[src/rtl/word_lsu_pkg.sv]
package word_lsu_pkg;
  parameter int unsigned LSU_LANES = 4;
  localparam int unsigned LSU_DATA_W = LSU_LANES * 8;

  typedef enum logic [1:0] {
    SZ_WORD = 2'd0,
    SZ_HALF = 2'd1,
    SZ_BYTE = 2'd2,
    SZ_RSVD = 2'd3
  } accSize_e;

  typedef enum logic [1:0] {
    EXT_WORD = 2'd0,
    EXT_HALF = 2'd1,
    EXT_BYTE = 2'd2
  } extKind_e;

  typedef struct packed {
    logic                 doWrite;
    logic                 doLoad;
    logic [LSU_LANES-1:0] laneMask;
    extKind_e             extKind;
    logic                 extUnsigned;
  } lsuStrobe_t;
endpackage

[src/rtl/word_lsu_ctrl.sv]
module word_lsu_ctrl
  import word_lsu_pkg::*;
(
  input  logic       reqValid,
  input  logic       reqStore,
  input  logic [1:0] reqSize,
  input  logic       reqUnsigned,
  input  logic [1:0] addrLow,
  output lsuStrobe_t strobe,
  output logic       misalign
);
  localparam int unsigned HALF_LANES = 2;

  logic                 aligned;
  logic [LSU_LANES-1:0] sizeMask;

  always_comb begin
    sizeMask = '0;
    for (int l = 0; l < LSU_LANES; l++) begin
      unique case (accSize_e'(reqSize))
        SZ_HALF: sizeMask[l] = (l < HALF_LANES);
        SZ_BYTE: sizeMask[l] = (l == 0);
        default: sizeMask[l] = 1'b1;
      endcase
    end
  end

  always_comb begin
    aligned            = (addrLow == 2'b00);
    misalign           = reqValid && !aligned;
    strobe.doWrite     = reqValid && reqStore && aligned;
    strobe.doLoad      = reqValid && !reqStore && aligned;
    strobe.laneMask    = strobe.doWrite ? sizeMask : '0;
    strobe.extUnsigned = reqUnsigned;
    unique case (accSize_e'(reqSize))
      SZ_HALF: strobe.extKind = EXT_HALF;
      SZ_BYTE: strobe.extKind = EXT_BYTE;
      default: strobe.extKind = EXT_WORD;
    endcase
  end
endmodule

[src/rtl/word_lsu_dp.sv]
module word_lsu_dp
  import word_lsu_pkg::*;
#(
  parameter int unsigned OFF_W = 16
) (
  input  logic                  clk,
  input  logic                  rstN,
  input  logic [LSU_DATA_W-1:0] baseVal,
  input  logic [OFF_W-1:0]      offsetImm,
  input  logic [LSU_DATA_W-1:0] storeData,
  input  logic [LSU_DATA_W-1:0] memRdata,
  input  lsuStrobe_t            strobe,
  output logic [LSU_DATA_W-1:0] effAddr,
  output logic [LSU_DATA_W-3:0] memAddr,
  output logic                  memWe,
  output logic [LSU_LANES-1:0]  memBe,
  output logic [LSU_DATA_W-1:0] memWdata,
  output logic [LSU_DATA_W-1:0] loadData,
  output logic                  loadValid
);
  localparam int unsigned HALF_W = 16;
  localparam int unsigned BYTE_W = 8;

  logic [LSU_DATA_W-1:0] offsetExt;
  logic [LSU_DATA_W-1:0] loadNext;

  assign offsetExt = {{(LSU_DATA_W-OFF_W){offsetImm[OFF_W-1]}}, offsetImm};
  assign effAddr   = baseVal + offsetExt;
  assign memAddr   = effAddr[LSU_DATA_W-1:2];
  assign memWe     = strobe.doWrite;
  assign memBe     = strobe.laneMask;

  for (genvar l = 0; l < LSU_LANES; l++) begin : g_lane
    assign memWdata[l*8 +: 8] = strobe.laneMask[l] ? storeData[l*8 +: 8] : 8'h00;
  end

  always_comb begin
    unique case (strobe.extKind)
      EXT_HALF: loadNext = {{(LSU_DATA_W-HALF_W){memRdata[HALF_W-1] & !strobe.extUnsigned}},
                            memRdata[HALF_W-1:0]};
      EXT_BYTE: loadNext = {{(LSU_DATA_W-BYTE_W){memRdata[BYTE_W-1] & !strobe.extUnsigned}},
                            memRdata[BYTE_W-1:0]};
      default:  loadNext = memRdata;
    endcase
  end

  always_ff @(posedge clk or negedge rstN) begin
    if (!rstN) begin
      loadData  <= '0;
      loadValid <= 1'b0;
    end else begin
      loadValid <= strobe.doLoad;
      if (strobe.doLoad) loadData <= loadNext;
    end
  end

  p_write_aligned_r3: assert property (@(posedge clk) disable iff (!rstN)
    memWe |-> (effAddr[1:0] == 2'b00));

  p_lane_shape_r4: assert property (@(posedge clk) disable iff (!rstN)
    memWe |-> (memBe == 4'b1111 || memBe == 4'b0011 || memBe == 4'b0001));

  p_half_sext_r5: assert property (@(posedge clk) disable iff (!rstN)
    (strobe.doLoad && strobe.extKind == EXT_HALF && !strobe.extUnsigned)
      |=> (loadData[LSU_DATA_W-1:HALF_W] == {(LSU_DATA_W-HALF_W){loadData[HALF_W-1]}}));

  p_byte_zext_r6: assert property (@(posedge clk) disable iff (!rstN)
    (strobe.doLoad && strobe.extKind == EXT_BYTE && strobe.extUnsigned)
      |=> (loadData[LSU_DATA_W-1:BYTE_W] == '0));

  p_valid_next_r8: assert property (@(posedge clk) disable iff (!rstN)
    strobe.doLoad |=> loadValid);

  p_hold_r8: assert property (@(posedge clk) disable iff (!rstN)
    !strobe.doLoad |=> (!loadValid && $stable(loadData)));
endmodule

[src/rtl/word_lsu.sv]
module word_lsu
  import word_lsu_pkg::*;
(
  input  logic        clk,
  input  logic        rstN,
  input  logic        reqValid,
  input  logic        reqStore,
  input  logic [1:0]  reqSize,
  input  logic        reqUnsigned,
  input  logic [31:0] baseVal,
  input  logic [15:0] offsetImm,
  input  logic [31:0] storeData,
  input  logic [31:0] memRdata,
  output logic [29:0] memAddr,
  output logic        memWe,
  output logic [3:0]  memBe,
  output logic [31:0] memWdata,
  output logic        misalign,
  output logic [31:0] loadData,
  output logic        loadValid
);
  lsuStrobe_t  strobe;
  logic [31:0] effAddr;

  word_lsu_ctrl u_ctrl (
    .reqValid    (reqValid),
    .reqStore    (reqStore),
    .reqSize     (reqSize),
    .reqUnsigned (reqUnsigned),
    .addrLow     (effAddr[1:0]),
    .strobe      (strobe),
    .misalign    (misalign)
  );

  word_lsu_dp #(.OFF_W(16)) u_dp (
    .clk       (clk),
    .rstN      (rstN),
    .baseVal   (baseVal),
    .offsetImm (offsetImm),
    .storeData (storeData),
    .memRdata  (memRdata),
    .strobe    (strobe),
    .effAddr   (effAddr),
    .memAddr   (memAddr),
    .memWe     (memWe),
    .memBe     (memBe),
    .memWdata  (memWdata),
    .loadData  (loadData),
    .loadValid (loadValid)
  );

  p_idle_quiet_r11: assert property (@(posedge clk) disable iff (!rstN)
    !reqValid |-> (!memWe && memBe == 4'b0000 && !misalign));

  p_misalign_no_write_r2: assert property (@(posedge clk) disable iff (!rstN)
    misalign |-> (!memWe && memBe == 4'b0000));
endmodule

[config.mk]
export PLATFORM = sky130hd
export DESIGN_NAME = word_lsu
export DESIGN_NICKNAME = d
export VERILOG_FILES = /design/src/rtl/word_lsu_pkg.sv /design/src/rtl/word_lsu_ctrl.sv /design/src/rtl/word_lsu_dp.sv /design/src/rtl/word_lsu.sv
export SDC_FILE = /design/constraint.sdc
export NUM_CORES = 1
export LEC_CHECK = 0
export ABC_AREA = 1
export BUFFER_PORTS_ARGS = -buffer_cell sky130_fd_sc_hd__buf_2
export CORE_ASPECT_RATIO = 1.5
export CORE_UTILIZATION = 45
export CTS_BUF_LIST = sky130_fd_sc_hd__clkbuf_8
export DETAILED_ROUTE_END_ITERATION = 6
export PLACE_DENSITY = 0.77
export RECOVER_POWER = 25
export SLEW_MARGIN = 20
export SYNTH_ARGS = -nofsm -noshare
export SYNTH_HDL_FRONTEND = slang
export SYNTH_HIERARCHICAL = 1
export SYNTH_SLANG_ARGS = --single-unit
export TNS_END_PERCENT = 30
[constraint.sdc]
create_clock -name clk -period 5.6 [get_ports clk]
set_input_delay 0.84 -clock clk [delete_from_list [all_inputs] [get_ports clk]]
set_output_delay 0.84 -clock clk [all_outputs]
set_load 0.01 [all_outputs]
==> flow_summary.ini, run 1 <==
[setup_path]
r2r-start = u_dp/loadData[4]$_DFFE_PN0P_
r2r_setup_slack_ns = 4.85
cp.required_ns = 4.76
cp-end-kind = primary output
critical_path_class = input pin to primary output
crit_arrival_ns = 2.89
worst-r2r-cell-count = 1
worst_setup_path_start_kind = input pin
crit_fanout = 18
rr_endpoint = u_dp/loadData[4]$_DFFE_PN0P_

[status]
violations = design-rule violations, max-capacitance violations, max-slew violations
outcome = finished, violations left

[global_routing]
overflow = 0
grt_usage = 0.2429
grt_pass1_wl_mm = 20.06
grt_max_degree = 34
grt_pass1_vias = 4365
antenna_found_initial = 0

[yosys]
yosys_warnings = 6
avgSynthCellArea_sq_um = 5.751
syn_inst = 770
synth_largest_area_cell = nand2_1
synthTopCellsByCount = nand2_1, inv_1, nor2_1
ys_top_cells_by_area = nand2_1, dfrtp_1, inv_1, ha_1, buf_4
synth_ff_type = dfrtp_1
synth_cell_types = 29
synth-edff-count = 0
synth_area_sq_mm = 0.004428
synth.most_common_cell = nand2_1
ys_ff_latch = 33
synth_top_area_share = 0.2365
synthArstFlopShare = 1.000
yosysSeqAreaShare = 0.1865
syn_nets = 926

[floorplan]
rows = 44
start_util = 0.4596
die_area_sq_mm = 0.01025
io_pins = 220
core-area_sq_mm = 0.009634
die_w_microns = 83.00
die_y_microns = 123.5

[cells_and_area]
layout.area.seq_sq_um = 825.8
drive_above_1_share = 0.2592
syn2layout_area_growth_pct = 23.11
fill_cells = 1028
antennaDiodeCount = 0
fin_nets = 1104
multi_input_area_sq_mm = 0.002567

[clock_tree]
cts_root_buf = clkbuf_8
ctsResizeCount = 0
cts_setup_buffers = 0
cts_buffer_depth = 2
cts_hold_buf = 0
cts.clk_slew.worst_paths_ns = 0.06
cts_tree = built
cts.sinks = 33
cts_buffers = 5
h-tree-depth = 2
worstSkewPairLatency_ns = 0.28

[hold_path]
hold_class = flip-flop to flip-flop
hold_end = u_dp/loadData[21]$_DFFE_PN0P_
hold_depth = 2
hold_start = u_dp/loadData[21]$_DFFE_PN0P_

[timing]
slew_headroom = -0.1221
setup_violations = 0
worst_pin_slew_ns = 1.683
slew_violations = 34
hold_viol_final = 0
fin_worst_skew_ns = 0
finalCriticalPeriod_ns = 3.731
finalSetupTns_ns = 0
rsz0062_at_grt = false
clock.fmax_mhz = 268.0
finalCritPeriodShare = 0.6662

[drt]
dr_total_vias = 4901
dr.pass1.iters = 7
via_per_inst = 4.606
drtIter0Drc = 196
drc = 1
wl_per_cell_microns = 11.91
wl_mm = 12.68
ant_nets = 0

[placement]
gp_congestion = 0.9276
io_buffers = 219
dp_hpwl_mm = 10.96

[power]
peakVddDrop_mv = 0.2651
leakagePower_uw = 0.003804
power_uw = 1207
power_density_mw_per_mm2 = 221.3

[job]
maxCapViolCount = 1
cells in the final DEF (no fill, tap or decap), types with 3 or more instances in the layout:
master	synthesis	routed
o22ai_1	8	8
buf_2	1	210
nand3_2	3	3
nor3_1	5	5
ha_1	36	36
nor2_1	52	51
clkbuf_8	0	6
inv_1	183	183
nor2_2	2	3
nand3_1	39	39
nand4_1	4	4
a21oi_1	20	20
xor2_1	15	15
o21ai_0	14	14
dfrtp_1	33	33
nand2_1	279	279
clkbuf_1	7	9
nand2_2	8	8
mux2_2	8	8
layout make-up:
type,instances,area share
Clock inverter,2,0.006885
Clock buffer,6,0.01515
Inverter,185,0.1274
Timing Repair Buffer,221,0.2017
Tap cell,115,0.02639
Sequential cell,33,0.1515
Multi-Input combinational cell,502,0.4710
layer usage:
metal | up-vias | global-route usage | share of wire
li1 | 2598 | - | -
met1 | 2098 | 0.2736 | 0.41
met2 | 184 | 0.4698 | 0.51
met3 | 21 | 0.02336 | 0.054
met4 | 0 | 0.09159 | 0.024
met5 | - | 0 | 0
sequential cells by signal (all words and copies together) (netlist names):
register	cells
u_dp/loadData	32
u_dp/loadValid	1
stage by stage:
stage	hold slack (ns)	util	worst slack, ns	area, sq um	std cells
floorplan	0.5081	-	2.397	4428	770
global route	0.5173	0.5658	1.594	5451	1064
global placement	0.4553	0.5545	1.902	5343	1056
finish	0.4745	0.5658	1.869	5451	1064
CTS	0.4754	0.5670	1.873	5463	1064
detailed placement	0.4617	0.5545	1.877	5343	1056
critical path: stages:
cell and delay, ns:
buf_2 0.11, ha_1 0.22, fa_1 0.45, nor2_2 0.17
nand2_2 0.08, nor2_1 0.71, nand2_1 0.11, inv_1 0.08
buf_2 0.12
power by group:
part           switching (uW)  internal (uW)
logic                     365            249
registers                39.4            323
clock network            85.4            145
kinds of logic (layout without fill, tap and decap cells):
logic type,count (synthesis),in the layout,synth area share
simple gates,393,393,0.3591
buf+inv,235,414,0.2342
compound gates,48,48,0.06188
fa+ha+maj,37,37,0.1062
flops,33,33,0.1865
xor+xnor,16,16,0.03165
mux,8,8,0.02035
worst max path at each step:
stage	slack (ns)	from	cells past startpoint	endpoint
6_report	1.87	offsetImm[0]	9	memWdata[25]
5_1_grt	1.59	baseVal[0]	9	memWdata[31]
4_1_cts	1.87	offsetImm[0]	9	memWdata[29]
3_5_place_dp	1.88	offsetImm[0]	9	memWdata[19]
3_3_place_gp	1.90	baseVal[0]	9	memWdata[25]
2_1_floorplan	2.40	baseVal[0]	9	memWdata[24]
(Power assumes the default switching activity.)
==> run 2, diff against run 1 <==
--- a/config.mk
+++ b/config.mk
@@ -5,13 +5,13 @@
 export SDC_FILE = /design/constraint.sdc
 export NUM_CORES = 1
 export LEC_CHECK = 0
-export ABC_AREA = 1
+export ABC_AREA = 0
 export BUFFER_PORTS_ARGS = -buffer_cell sky130_fd_sc_hd__buf_2
 export CORE_ASPECT_RATIO = 1.5
 export CORE_UTILIZATION = 45
 export CTS_BUF_LIST = sky130_fd_sc_hd__clkbuf_8
 export DETAILED_ROUTE_END_ITERATION = 6
-export PLACE_DENSITY = 0.77
+export PLACE_DENSITY = 0.79
 export RECOVER_POWER = 25
 export SLEW_MARGIN = 20
 export SYNTH_ARGS = -nofsm -noshare
==> constraint.sdc (replaced) <==
create_clock -name clk -period 3.6 [get_ports clk]
set_input_delay 0.54 -clock clk [delete_from_list [all_inputs] [get_ports clk]]
set_output_delay 0.54 -clock clk [all_outputs]
set_load 0.01 [all_outputs]
==> flow_summary.ini, run 2 <==
[timing]
finalCriticalPeriod_ns = 3.402
finalCritPeriodShare = 0.9450
slew_violations = 34
rsz0062_at_grt = false
fin_worst_skew_ns = 0
hold_viol_final = 0
setup_ws_ns = 0.1979
setup_violations = 0
worst_pin_slew_ns = 1.717
slew_headroom = -0.1444
finalSetupTns_ns = 0
clock.fmax_mhz = 293.9

[setup_path]
r2r-start = u_dp/loadData[2]$_DFFE_PN0P_
cp_num_buf_inv = 2
crit_chain = buf_2 -> ha_1 -> fa_1 -> a21oi_1 -> o22ai_1 -> o211ai_1 -> nand2_1 -> a2111oi_0 -> nor3_1 -> buf_2
r2r_setup_slack_ns = 2.85
critPathLaunch = baseVal[0]
path_depth = 10
worst-r2r-cell-count = 1
crit_fanout = 4
rr_endpoint = u_dp/loadData[2]$_DFFE_PN0P_
crit_arrival_ns = 2.86
slowest_stage = fa_1
worst_setup_path_start_kind = input pin
cp.required_ns = 3.06
endpoint = memAddr[24]
cp-end-kind = primary output
slowest_delay_ns = 0.41
cp_common_cell = buf_2
critical_path_class = input pin to primary output
path_delay_family = compound AO/OA/AOI/OAI gates

[yosys]
synth_top_area_share = 0.2081
synth_largest_area_cell = dfrtp_1
synth.most_common_cell = a21oi_1
yosysSeqAreaShare = 0.2081
yosys_warnings = 6
synthTopCellsByCount = a21oi_1, nor2_1, nand2_1
synth_ff_type = dfrtp_1
synthArstFlopShare = 1.000
synth_cell_types = 57
avgSynthCellArea_sq_um = 7.632
ys_ff_latch = 33
syn_nets = 676
synth-edff-count = 0
syn_inst = 520
ys_top_cells_by_area = dfrtp_1, ha_1, a21oi_1, buf_4, and2_1
synth_area_sq_mm = 0.003969

[clock_tree]
cts_buffer_depth = 2
worstSkewPairLatency_ns = 0.29
cts.clk_slew.worst_paths_ns = 0.08
cts_root_buf = clkbuf_8
cts_hold_buf = 0
cts_buffers = 5
cts_tree = built
cts.sinks = 33
h-tree-depth = 2

[cells_and_area]
antennaDiodeCount = 0
syn2layout_area_growth_pct = 24.87
fin_nets = 846
largest_register = u_dp/loadData
reg.largest.list = u_dp/loadData x32, u_dp/loadValid x1
final_cell_mix = buf_2, a21oi_1, nor2_1
stdcell_area_sq_mm = 0.004956
post-route-util = 0.5855
drive_above_1_share = 0.3618
final_common_cell = buf_2
largest_reg_flops = 32

[power]
power_density_mw_per_mm2 = 372.7
peakVddDrop_mv = 0.4897
leakagePower_uw = 0.002562

[floorplan]
core-area_sq_mm = 0.008464
rows = 41
die_y_microns = 117.0
die_w_microns = 78.68
io_pins = 220
die_area_sq_mm = 0.009207
start_util = 0.4689

[status]
outcome = finished, violations left
violations = max-capacitance violations, max-slew violations

[hold_path]
hold_start = memRdata[1]
hold_class = input pin to flip-flop

[placement]
dp_slack_ns = 0.1761
gp_congestion = 1.044
io_buffers = 219
dp_hpwl_mm = 11.11
placedInstanceArea_sq_mm = 0.004880

[drt]
drtIter0Drc = 216
wl_mm = 13.35
drc = 0
ant_nets = 0
dr_total_vias = 4399
dr.pass1.iters = 5
wl_per_cell_microns = 16.73
via_per_inst = 5.513

[global_routing]
antenna_found_initial = 1
grt_pass1_vias = 4156
grt_usage = 0.2857
overflow = 0
grt_max_degree = 51
grt_pass1_wl_mm = 20.36

[job]
maxCapViolCount = 1
run 2: stage by stage:
stage                     hold slack (ns)  total power (uW)  std cells
after floorplan                    0.2444              1258        520
after global routing               0.4720              1976        798
after detailed placement           0.4948              1578        790
after global placement             0.4845              1558        790
after CTS                          0.3211              1859        798
final                              0.4774              1847        798
run 2: repair_timing:
| action | in CTS | in global routing |
|---|---|---|
| hold endpoints to repair | 0 | 0 |
| resized for setup | 0 | 1 |
| setup buffers | 0 | 0 |
| setup endpoints to repair | 0 | 3 |
run 2: power by group:
group	total, uW	switching (uW)	internal (uW)
sequential	571	68.5	502
clock	274	141	133
combinational	1000	576	427
run 2: cell families (layout without fill, tap and decap cells):
| kind of cell | Yosys count | in the layout | synth area share |
|---|---|---|---|
| xor gates and xnor gates | 24 | 24 | 0.05296 |
| DFF | 33 | 33 | 0.2081 |
| buffers and inverters | 82 | 253 | 0.1163 |
| AOI/OAI and AO/OA | 157 | 157 | 0.2519 |
| muxes | 12 | 12 | 0.03310 |
| and+or+nand+nor | 175 | 175 | 0.2191 |
| adders and majority gates | 37 | 37 | 0.1185 |
run 2: layer usage:
metal,GRT usage,share of wire
met5,0,0.00090
met4,0.1099,0.033
met3,0.05194,0.072
met2,0.5223,0.50
met1,0.3277,0.39
run 2: worst min-delay path by stage:
stage	end	slack, ns	cells after the start
final	u_dp/loadData[1]$_DFFE_PN0P_	0.48	2
after global routing	u_dp/loadData[6]$_DFFE_PN0P_	0.47	2
after CTS	u_dp/loadData[2]$_DFFE_PN0P_	0.32	1
after detailed placement	u_dp/loadData[7]$_DFFE_PN0P_	0.49	1
after global placement	u_dp/loadData[4]$_DFFE_PN0P_	0.48	1
after floorplan	u_dp/loadData[0]$_DFFE_PN0P_	0.24	0
run 2: layout make-up:
class / count / area, sq um
clock inverters: 3 / 17.52
well taps: 107 / 133.9
clock buffers: 5 / 68.82
inverters: 17 / 63.81
flip-flops and latches: 33 / 825.8
repair buffers: 228 / 1152
fillers: 814 / 3508
multi-input cells: 405 / 2694
==> run 3, diff against run 2 <==
--- a/config.mk
+++ b/config.mk
@@ -8,11 +8,13 @@
 export ABC_AREA = 0
 export BUFFER_PORTS_ARGS = -buffer_cell sky130_fd_sc_hd__buf_2
 export CORE_ASPECT_RATIO = 1.5
-export CORE_UTILIZATION = 45
+export CORE_UTILIZATION = 44
 export CTS_BUF_LIST = sky130_fd_sc_hd__clkbuf_8
 export DETAILED_ROUTE_END_ITERATION = 6
-export PLACE_DENSITY = 0.79
+export GPL_ROUTABILITY_DRIVEN = 0
+export PLACE_DENSITY = 0.77
 export RECOVER_POWER = 25
+export SETUP_SLACK_MARGIN = 0.15
 export SLEW_MARGIN = 20
 export SYNTH_ARGS = -nofsm -noshare
 export SYNTH_HDL_FRONTEND = slang
==> flow_summary.ini, run 3 (synthesized netlist as in run 2, its figures left out) <==
[placement]
placed_cells = 788
io_buffers = 219
placedInstanceArea_sq_mm = 0.004846
dp_hpwl_mm = 10.91

[status]
violations = design-rule violations, max-capacitance violations, max-slew violations
outcome = finished, violations left

[setup_path]
cp.required_ns = 3.06
path_delay_family = compound AO/OA/AOI/OAI gates
critical_path_class = input pin to primary output
crit_fanout = 4
critPathLaunch = baseVal[0]
crit_arrival_ns = 2.85
cp_common_cell = buf_2
slowest_delay_ns = 0.42
slowest_stage = fa_1
worst_setup_path_start_kind = input pin
cp-end-kind = primary output
r2r-start = u_dp/loadData[6]$_DFFE_PN0P_
crit_chain = buf_2 -> ha_1 -> fa_1 -> a21oi_1 -> o22ai_1 -> o211ai_1 -> and2_1 -> o21ai_1 -> a41oi_1 -> buf_2
cp_num_buf_inv = 2

[global_routing]
overflow = 0
grt_pass1_wl_mm = 20.98
grt_max_degree = 51
antenna_found_initial = 2
grt_pass1_vias = 4402
grt_usage = 0.2823

[floorplan]
start_util = 0.4522
core-area_sq_mm = 0.008776
rows = 42
die_y_microns = 118.3
die_area_sq_mm = 0.009412
io_pins = 220
die_w_microns = 79.55

[cells_and_area]
final_cells = 798
stdcell_area_sq_mm = 0.004967
largest_reg_flops = 32
final_common_cell = buf_2
final_cell_mix = buf_2, a21oi_1, nor2_1
fill_cells = 823
syn2layout_area_growth_pct = 25.16
reg.largest.list = u_dp/loadData x32, u_dp/loadValid x1
largest_register = u_dp/loadData
drive_above_1_share = 0.3581
post-route-util = 0.5660
fin_nets = 842

[timing]
clock.fmax_mhz = 294.7
finalCritPeriodShare = 0.9426
finalSetupTns_ns = 0
finalCriticalPeriod_ns = 3.393
slew_violations = 34
hold_viol_final = 0
setup_violations = 0
rsz0062_at_grt = true
worst_pin_slew_ns = 1.713
holdWs_ns = 0.4852
fin_worst_skew_ns = 0
slew_headroom = -0.1422

[power]
peakVddDrop_mv = 0.4946
power_density_mw_per_mm2 = 389.8
combPwrFrac = 0.517
switchingPower_uw = 788.2
swShare = 0.4071
clock_power_share = 0.187
p_int_uw = 1148
power_frac_seq = 0.296
leakagePower_uw = 0.002561

[drt]
wl_mm = 13.44
dr.pass1.iters = 7
dr_total_vias = 4480
via_per_inst = 5.614
drtIter0Drc = 381
wl_per_cell_microns = 16.84
drc = 1
ant_nets = 0

[clock_tree]
cts_root_buf = clkbuf_8
cts_tree = built
cts_buffers = 5
cts_buffer_depth = 2
cts.sinks = 33
h-tree-depth = 2
cts_hold_buf = 0
cts.clk_slew.worst_paths_ns = 0.07
worstSkewPairLatency_ns = 0.28

[job]
maxCapViolCount = 1

[hold_path]
hold_class = input pin to flip-flop
hold_start = memRdata[1]
run 3: stage by stage:
step           total power [uW]  setup WS [ns]
2_1_floorplan              1258         0.6418
3_3_place_gp               1541         0.1810
3_5_place_dp               1570         0.1399
4_1_cts                    1937         0.1694
5_1_grt                    2057        0.09569
6_report                   1936         0.2068
run 3: final cells by class:
cell class | instances | area (sq um) | share of cell area
Antenna cell | 1 | 2.502 | 0.0005038
Tap cell | 110 | 137.6 | 0.02771
Clock inverter | 2 | 33.78 | 0.006801
Clock buffer | 6 | 82.58 | 0.01662
Inverter | 17 | 63.81 | 0.01285
Timing Repair Buffer | 224 | 1122 | 0.2259
Multi-Input combinational cell | 405 | 2699 | 0.5433
Sequential cell | 33 | 825.8 | 0.1662
run 3: power by group through the flow:
| stage | sequential (uW) | clock (uW) | combinational, uW |
|---|---|---|---|
| 3_5_place_dp | 570 | 0 | 1000 |
| 5_1_grt | 587 | 377 | 1090 |
| 6_report | 573 | 361 | 1000 |
| 3_3_place_gp | 569 | 0 | 972 |
| 4_1_cts | 572 | 364 | 1000 |
| 2_1_floorplan | 639 | 0 | 619 |
run 3: path summary, 6_finish.rpt:
check                      slack, ns                      endpoint  depth (start not counted)
setup / recovery                0.21                   memAddr[22]                         10
hold / removal                  0.49  u_dp/loadData[1]$_DFFE_PN0P_                          2
setup reg to reg                2.83  u_dp/loadData[6]$_DFFE_PN0P_                          1
hold reg to reg                 0.51  u_dp/loadData[0]$_DFFE_PN0P_                          1
max in group asynchronous       1.91  u_dp/loadData[4]$_DFFE_PN0P_                          1
min in group asynchronous       0.69  u_dp/loadData[2]$_DFFE_PN0P_                          1
run 3: what timing repair did:
action / in CTS / in global routing
gates resized for setup: 0 / 3
buffers inserted: 1 / 0
gates cloned: 0 / 0
endpoints found under the setup margin: 1 / 6
pin swaps: 1 / 2
endpoints found under the hold margin: 0 / 0
run 3: layer usage:
layer  track usage  wire length, microns  vias to the layer above
met5             0                    13                        -
met4        0.1034                   446                        2
met3       0.05714                  1141                       41
met2        0.4984                  6742                      247
met1        0.3270                  5092                     2048
li1              -                     -                     2142
